[config.mk]
export PLATFORM = sky130hd
export DESIGN_NAME = sdiv_dual
export DESIGN_NICKNAME = d
export VERILOG_FILES = /design/src/rtl/sdiv_pkg.sv /design/src/rtl/sdiv_prep.sv /design/src/rtl/sdiv_step.sv /design/src/rtl/sdiv_pack.sv /design/src/rtl/sdiv_dual.sv
export SDC_FILE = /design/constraint.sdc
export NUM_CORES = 1
export LEC_CHECK = 0
export BUFFER_PORTS_ARGS = -buffer_cell sky130_fd_sc_hd__buf_2
export CAP_MARGIN = 20
export CORE_UTILIZATION = 30
export DETAILED_ROUTE_END_ITERATION = 8
export SLEW_MARGIN = 20
export SYNTH_ARGS = -nofsm -noshare
export SYNTH_HDL_FRONTEND = slang
export SYNTH_SLANG_ARGS = --single-unit
[constraint.sdc]
create_clock -name clk -period 3.85 [get_ports clk]
set_clock_uncertainty 0.15 [all_clocks]
set_input_delay 0.5775 -clock clk [delete_from_list [all_inputs] [get_ports clk]]
set_output_delay 0.5775 -clock clk [all_outputs]
set_load 0.05 [all_outputs]
[src/rtl/sdiv_pkg.sv]
package sdiv_pkg;

   typedef enum logic [1:0] {
      ST_IDLE = 2'd0,
      ST_RUN  = 2'd1,
      ST_FIX  = 2'd2
   } sdiv_state_e;

   // magnitude of a two's-complement value held in W bits
   function automatic logic [63:0] mag64(input logic [63:0] v, input logic neg);
      return neg ? (~v + 64'd1) : v;
   endfunction

endpackage

[src/rtl/sdiv_prep.sv]
module sdiv_prep #(
   parameter int DW = 16
) (
   input  logic              size_word,
   input  logic [2*DW-1:0]   dividend,
   input  logic [DW-1:0]     divisor,
   output logic [DW:0]       prem_init,
   output logic [DW-1:0]     lo_init,
   output logic [DW-1:0]     d_mag,
   output logic              neg_q,
   output logic              neg_r,
   output logic              zero_div,
   output logic              early_ovf,
   output logic [2*DW-1:0]   keep
);
   localparam int HW = DW / 2;

   logic [2*DW-1:0] dvd_ext;
   logic [DW-1:0]   dvs_ext;
   logic [2*DW-1:0] dvd_mag;
   logic [DW-1:0]   p_hi;

   always_comb begin
      if (size_word) begin
         dvd_ext = dividend;
         dvs_ext = divisor;
         keep    = dividend;
      end else begin
         dvd_ext = {{DW{dividend[DW-1]}}, dividend[DW-1:0]};
         dvs_ext = {{HW{divisor[HW-1]}}, divisor[HW-1:0]};
         keep    = {{DW{1'b0}}, dividend[DW-1:0]};
      end
      neg_r    = dvd_ext[2*DW-1];
      neg_q    = dvd_ext[2*DW-1] ^ dvs_ext[DW-1];
      dvd_mag  = dvd_ext[2*DW-1] ? (~dvd_ext + 1'b1) : dvd_ext;
      d_mag    = dvs_ext[DW-1] ? (~dvs_ext + 1'b1) : dvs_ext;
      zero_div = (dvs_ext == '0);
      if (size_word) begin
         p_hi    = dvd_mag[2*DW-1:DW];
         lo_init = dvd_mag[DW-1:0];
      end else begin
         p_hi    = {{HW{1'b0}}, dvd_mag[DW-1:HW]};
         lo_init = {dvd_mag[HW-1:0], {HW{1'b0}}};
      end
      prem_init = {1'b0, p_hi};
      // quotient magnitude would need more than N bits
      early_ovf = (p_hi >= d_mag);
   end
endmodule

[src/rtl/sdiv_step.sv]
module sdiv_step #(
   parameter int DW          = 16,
   parameter bit NONRESTORING = 1'b0
) (
   input  logic [DW:0]   prem,
   input  logic [DW-1:0] lo,
   input  logic [DW-1:0] d,
   output logic [DW:0]   prem_nx,
   output logic [DW-1:0] lo_nx
);
   logic [DW+1:0] shifted;
   logic [DW+1:0] dext;
   logic [DW+1:0] trial;
   logic          qbit;

   assign shifted = {prem, lo[DW-1]};
   assign dext    = {2'b00, d};

   generate
      if (NONRESTORING) begin : g_nonrestoring
         // partial remainder is signed; add back when negative
         always_comb begin
            trial   = prem[DW] ? (shifted + dext) : (shifted - dext);
            qbit    = ~trial[DW+1];
            prem_nx = trial[DW:0];
         end
      end else begin : g_restoring
         always_comb begin
            trial   = shifted - dext;
            qbit    = ~trial[DW+1];
            prem_nx = qbit ? trial[DW:0] : shifted[DW:0];
         end
      end
   endgenerate

   assign lo_nx = {lo[DW-2:0], qbit};
endmodule

[src/rtl/sdiv_pack.sv]
module sdiv_pack #(
   parameter int DW           = 16,
   parameter bit NONRESTORING = 1'b0
) (
   input  logic              size_word,
   input  logic [DW:0]       prem,
   input  logic [DW-1:0]     lo,
   input  logic [DW-1:0]     d,
   input  logic              neg_q,
   input  logic              neg_r,
   input  logic              early_ovf,
   input  logic [2*DW-1:0]   keep,
   output logic [2*DW-1:0]   result,
   output logic              ovf
);
   localparam int HW = DW / 2;
   localparam logic [DW:0] WORD_LIM = (DW+1)'((1 << (DW-1)) - 1);
   localparam logic [DW:0] BYTE_LIM = (DW+1)'((1 << (HW-1)) - 1);

   logic [DW-1:0] r_mag;
   logic [DW-1:0] q_mag;
   logic [DW:0]   lim;
   logic [DW-1:0] q_s;
   logic [DW-1:0] r_s;
   logic          late_ovf;

   generate
      if (NONRESTORING) begin : g_fix_nr
         logic [DW:0] corr;
         assign corr  = prem[DW] ? (prem + {1'b0, d}) : prem;
         assign r_mag = corr[DW-1:0];
      end else begin : g_fix_r
         assign r_mag = prem[DW-1:0];
      end
   endgenerate

   always_comb begin
      q_mag    = size_word ? lo : {{HW{1'b0}}, lo[HW-1:0]};
      lim      = (size_word ? WORD_LIM : BYTE_LIM) + {{DW{1'b0}}, neg_q};
      late_ovf = ({1'b0, q_mag} > lim);
      q_s      = neg_q ? (~q_mag + 1'b1) : q_mag;
      r_s      = neg_r ? (~r_mag + 1'b1) : r_mag;
      ovf      = early_ovf | late_ovf;
      if (ovf)
         result = keep;
      else if (size_word)
         result = {r_s, q_s};
      else
         result = {{DW{1'b0}}, r_s[HW-1:0], q_s[HW-1:0]};
   end
endmodule

[src/rtl/sdiv_dual.sv]
module sdiv_dual #(
   parameter int DW           = 16,
   parameter bit NONRESTORING = 1'b0
) (
   input  logic              clk,
   input  logic              rst_n,
   input  logic              start,
   input  logic              size_word,
   input  logic [2*DW-1:0]   dividend,
   input  logic [DW-1:0]     divisor,
   output logic              busy,
   output logic              done,
   output logic [2*DW-1:0]   result,
   output logic              div_zero,
   output logic              overflow
);
   import sdiv_pkg::*;

   localparam int HW = DW / 2;
   localparam int CW = $clog2(DW + 1);
   localparam logic [CW-1:0] N_WORD = CW'(DW);
   localparam logic [CW-1:0] N_BYTE = CW'(HW);

   generate
      if (DW < 4 || (DW % 2) != 0) begin : g_bad_width
         $error("sdiv_dual: DW must be even and at least 4");
      end
   endgenerate

   sdiv_state_e         state;
   logic [CW-1:0]       cnt;
   logic [DW:0]         prem;
   logic [DW-1:0]       lo;
   logic [DW-1:0]       d_r;
   logic                neg_q_r, neg_r_r, eovf_r, size_r;
   logic [2*DW-1:0]     keep_r;

   logic [DW:0]         pi_prem;
   logic [DW-1:0]       pi_lo, pi_d;
   logic                pi_nq, pi_nr, pi_zero, pi_eovf;
   logic [2*DW-1:0]     pi_keep;
   logic [DW:0]         st_prem;
   logic [DW-1:0]       st_lo;
   logic [2*DW-1:0]     pk_result;
   logic                pk_ovf;
   logic                accept;

   sdiv_prep #(.DW(DW)) u_prep (
      .size_word (size_word),
      .dividend  (dividend),
      .divisor   (divisor),
      .prem_init (pi_prem),
      .lo_init   (pi_lo),
      .d_mag     (pi_d),
      .neg_q     (pi_nq),
      .neg_r     (pi_nr),
      .zero_div  (pi_zero),
      .early_ovf (pi_eovf),
      .keep      (pi_keep)
   );

   sdiv_step #(.DW(DW), .NONRESTORING(NONRESTORING)) u_step (
      .prem    (prem),
      .lo      (lo),
      .d       (d_r),
      .prem_nx (st_prem),
      .lo_nx   (st_lo)
   );

   sdiv_pack #(.DW(DW), .NONRESTORING(NONRESTORING)) u_pack (
      .size_word (size_r),
      .prem      (prem),
      .lo        (lo),
      .d         (d_r),
      .neg_q     (neg_q_r),
      .neg_r     (neg_r_r),
      .early_ovf (eovf_r),
      .keep      (keep_r),
      .result    (pk_result),
      .ovf       (pk_ovf)
   );

   assign accept = start && (state == ST_IDLE);
   assign busy   = (state != ST_IDLE);

   always_ff @(posedge clk or negedge rst_n) begin
      if (!rst_n) begin
         state    <= ST_IDLE;
         cnt      <= '0;
         prem     <= '0;
         lo       <= '0;
         d_r      <= '0;
         neg_q_r  <= 1'b0;
         neg_r_r  <= 1'b0;
         eovf_r   <= 1'b0;
         size_r   <= 1'b0;
         keep_r   <= '0;
         result   <= '0;
         done     <= 1'b0;
         div_zero <= 1'b0;
         overflow <= 1'b0;
      end else begin
         done <= 1'b0;
         unique case (state)
            ST_IDLE: begin
               if (accept) begin
                  overflow <= 1'b0;
                  if (pi_zero) begin
                     div_zero <= 1'b1;
                     result   <= pi_keep;
                     done     <= 1'b1;
                  end else begin
                     div_zero <= 1'b0;
                     state    <= ST_RUN;
                     cnt      <= size_word ? N_WORD : N_BYTE;
                     prem     <= pi_prem;
                     lo       <= pi_lo;
                     d_r      <= pi_d;
                     neg_q_r  <= pi_nq;
                     neg_r_r  <= pi_nr;
                     eovf_r   <= pi_eovf;
                     size_r   <= size_word;
                     keep_r   <= pi_keep;
                  end
               end
            end
            ST_RUN: begin
               prem <= st_prem;
               lo   <= st_lo;
               cnt  <= cnt - 1'b1;
               if (cnt == CW'(1))
                  state <= ST_FIX;
            end
            ST_FIX: begin
               result   <= pk_result;
               overflow <= pk_ovf;
               done     <= 1'b1;
               state    <= ST_IDLE;
            end
            default: state <= ST_IDLE;
         endcase
      end
   end

   AST_DONE_PULSE: assert property (@(posedge clk) disable iff (!rst_n)
      done |=> !done);
   AST_DONE_NOT_BUSY: assert property (@(posedge clk) disable iff (!rst_n)
      done |-> !busy);
   AST_ACCEPT_ACTS: assert property (@(posedge clk) disable iff (!rst_n)
      (start && !busy) |=> (busy || done));
   AST_FLAGS_EXCL: assert property (@(posedge clk) disable iff (!rst_n)
      !(div_zero && overflow));
   AST_ZERO_WITH_DONE: assert property (@(posedge clk) disable iff (!rst_n)
      $rose(div_zero) |-> done);
   AST_RESULT_HOLD: assert property (@(posedge clk) disable iff (!rst_n)
      !$stable(result) |-> done);
   AST_REM_BOUND: assert property (@(posedge clk) disable iff (!rst_n)
      (state == ST_RUN && !eovf_r) |->
         (($signed(prem) < $signed({1'b0, d_r})) &&
          ($signed(prem) >= -$signed({1'b0, d_r}))));

endmodule

==> metrics.txt <==
outcome finished, violations left; violated checks DRC; clock sinks 127; Worst Tran Pin Value 0.817 ns; WP data arrival 3.64 ns; power per cell area 921 nW/um^2; ys flop type dfrtp_1; DR vias/cell 5.46; element type at the critical path end flip-flop; sequential-to-total area share from yosys stat 33.8%; largest net degree at the start of global routing 82; Setup Buffers After CTS 0; Die W 179 microns; Final Setup Violations 0; Yosys warnings 0; crit share post-route 90.1%; Area Overhead vs Synth 17.8%; Final Critical Period 3.47 ns; Worst VDD drop 0.000358 V; Hold Buf Count CTS 0; IO Pins 88; total power 10.2 mW; syn avg cell area 8.27 sq um; Antenna Violating Nets Remaining 0; Clock H-tree levels 4; FF+latch count, synth 127; IO buf count 87; Gate Count Post-Synth 1137; top cells by count, synth nand2_1 (169), dfrtp_1 (127), a21oi_1 (83); Post-synth EDFFs 0; vias post-DR 8988; root buffer cell clkbuf_16; CP Class in2reg; count leader, synth nand2_1; core area 30700 sq um; CP Launch Type input pin; Initial Util 30.6%; DRC 12; FFs w/ async S/R, synth 100%; Max-Cap Viols 0; area leader, netlist dfrtp_1; Hold Crit Class in2async; gr ovfl total 0; DR WL/cell 18.9 microns; top area cells in the synthesized netlist dfrtp_1 (34%), ha_1 (7.5%), nand2_1 (6.7%); worst r2r dst result[12]; LEAKAGE 5.01 nW; reg2reg setup slack 0.46 ns; final instance area 11100 sq um; number of global-route vias before repair 8436; Syn Nets 1246; chip height 179 microns; critical-path maximum fanout 5; CTS Buf Count 17; antenna violations before repair 0; Global Route Usage Sum 19.9%; Post-DP HPWL 23.5 mm; library cells used by synthesis 70; Final Hold Vio Count 0; CP Data Required Time 4.02 ns; share of post-route cells with drive strength above 1 16.2%; Pre-Repair DR Iteration Count 9; die area 32100 sq um; Clock transition at path regs 0.06 ns; later-pin clock latency in the skew report 0.44 ns; Area after DPL 10500 sq um; maximum buffer depth of the clock tree 2; CTS tree built; share of the synthesized area in the top cell type 33.8%; row cnt 64; fmax 288 MHz; Max-slew headroom 45.5%; DRT iter0 DRCs 882; first-pass GRT wire length 48.7 mm; post-CTS sizing 0; worst setup path start dividend[6]; Post-Syn Area 9400 sq um; final WL 31.1 mm; worst reg-to-reg path cell count 11; diode count 0; Slew Viols, Final 0; FF-to-FF Start size_r; Final GP Congestion 0.898; RSZ-0062 raised after global routing false; final-stage net count 1346
registers in the layout, summed over array words and instances, names as in the netlist, 2 cells and up:
register  flops
lo           16
cnt           5
keep_r       32
state         2
d_r          16
prem         17
result       32
worst max-delay path: stages:
cell      delay (ns)
buf_2           0.14
nor4_4          0.33
nand4b_1        0.22
buf_4           0.21
o41ai_1         0.30
xor2_1          0.35
mux2i_1         0.19
ha_1            0.22
a21o_1          0.16
a211oi_1        0.21
o21ai_0         0.16
a221oi_1        0.32
o211ai_1        0.13
o21a_1          0.13
cells in the final DEF (no fill, tap or decap), types with 19 or more instances in the layout:
| master | count |
|---|---|
| mux2i_1 | 32 |
| a31oi_1 | 20 |
| nor3_1 | 29 |
| o21ai_0 | 80 |
| xnor2_1 | 50 |
| xor2_1 | 34 |
| nand3_1 | 32 |
| and3_1 | 19 |
| nand2b_1 | 19 |
| buf_4 | 56 |
| nor2_1 | 73 |
| buf_2 | 86 |
| o221ai_1 | 19 |
| a21oi_1 | 83 |
| dfrtp_1 | 127 |
| inv_1 | 39 |
| a22oi_1 | 23 |
| nand2_1 | 168 |
| ha_1 | 56 |
power breakdown:
group	internal [mW]	switching (mW)	total [mW]
sequential	1.95	0.591	2.54
clock	0.840	0.670	1.51
combinational	2.39	3.77	6.15
cell type report:
cell class | count | area (sq um)
multi-input combinational | 904 | 5790
fill | 3226 | 19700
timing repair buffer | 146 | 922
inverter | 41 | 154
tap | 396 | 495
sequential | 127 | 3180
clock buffer | 20 | 447
clock inverter | 12 | 91.3
kinds of logic after synthesis:
kind of cell             count (synthesis)  synth area share (%)
AND/OR/NAND/NOR                        406                  20.1
adder cells (fa/ha/maj)                 57                  7.67
AO/OA/AOI/OAI                          319                  21.5
multiplexers                            37                  4.01
buffers and inverters                  106                  4.79
XOR/XNOR                                85                  8.12
flip-flops                             127                  33.8
per-layer routing:
metal  track usage (%)  wire length (microns)  vias to the layer above
met5                 0                      0                        -
met4              5.44                    502                        0
met3              2.99                   2140                       35
met2              30.5                  14000                      334
met1              28.8                  14500                     4350
li1                  -                      -                     4269
metrics by stage:
stage	worst slack [ns]	setup TNS [ns]	instances	hold slack, ns	util, %
after floorplan	0.305	0	1137	0.132	-
after global placement	-0.00111	-0.00111	1614	0.300	34.3
after detailed placement	-0.137	-0.137	1614	0.305	34.3
after CTS	0.314	0	1646	0.0844	36.0
after global routing	0.107	0	1646	0.0880	36.0
final	0.380	0	1646	0.0198	36.0
how the worst max path moves through the flow:
stage / to / slack [ns] / depth (start not counted)
floorplan: eovf_r / 0.31 / 17
CTS: eovf_r / 0.31 / 17
detailed placement: eovf_r / -0.14 / 17
global placement: eovf_r / -0.001 / 17
finish: eovf_r / 0.38 / 14
global route: result[26] / 0.11 / 11
(Power assumes the default switching activity.)
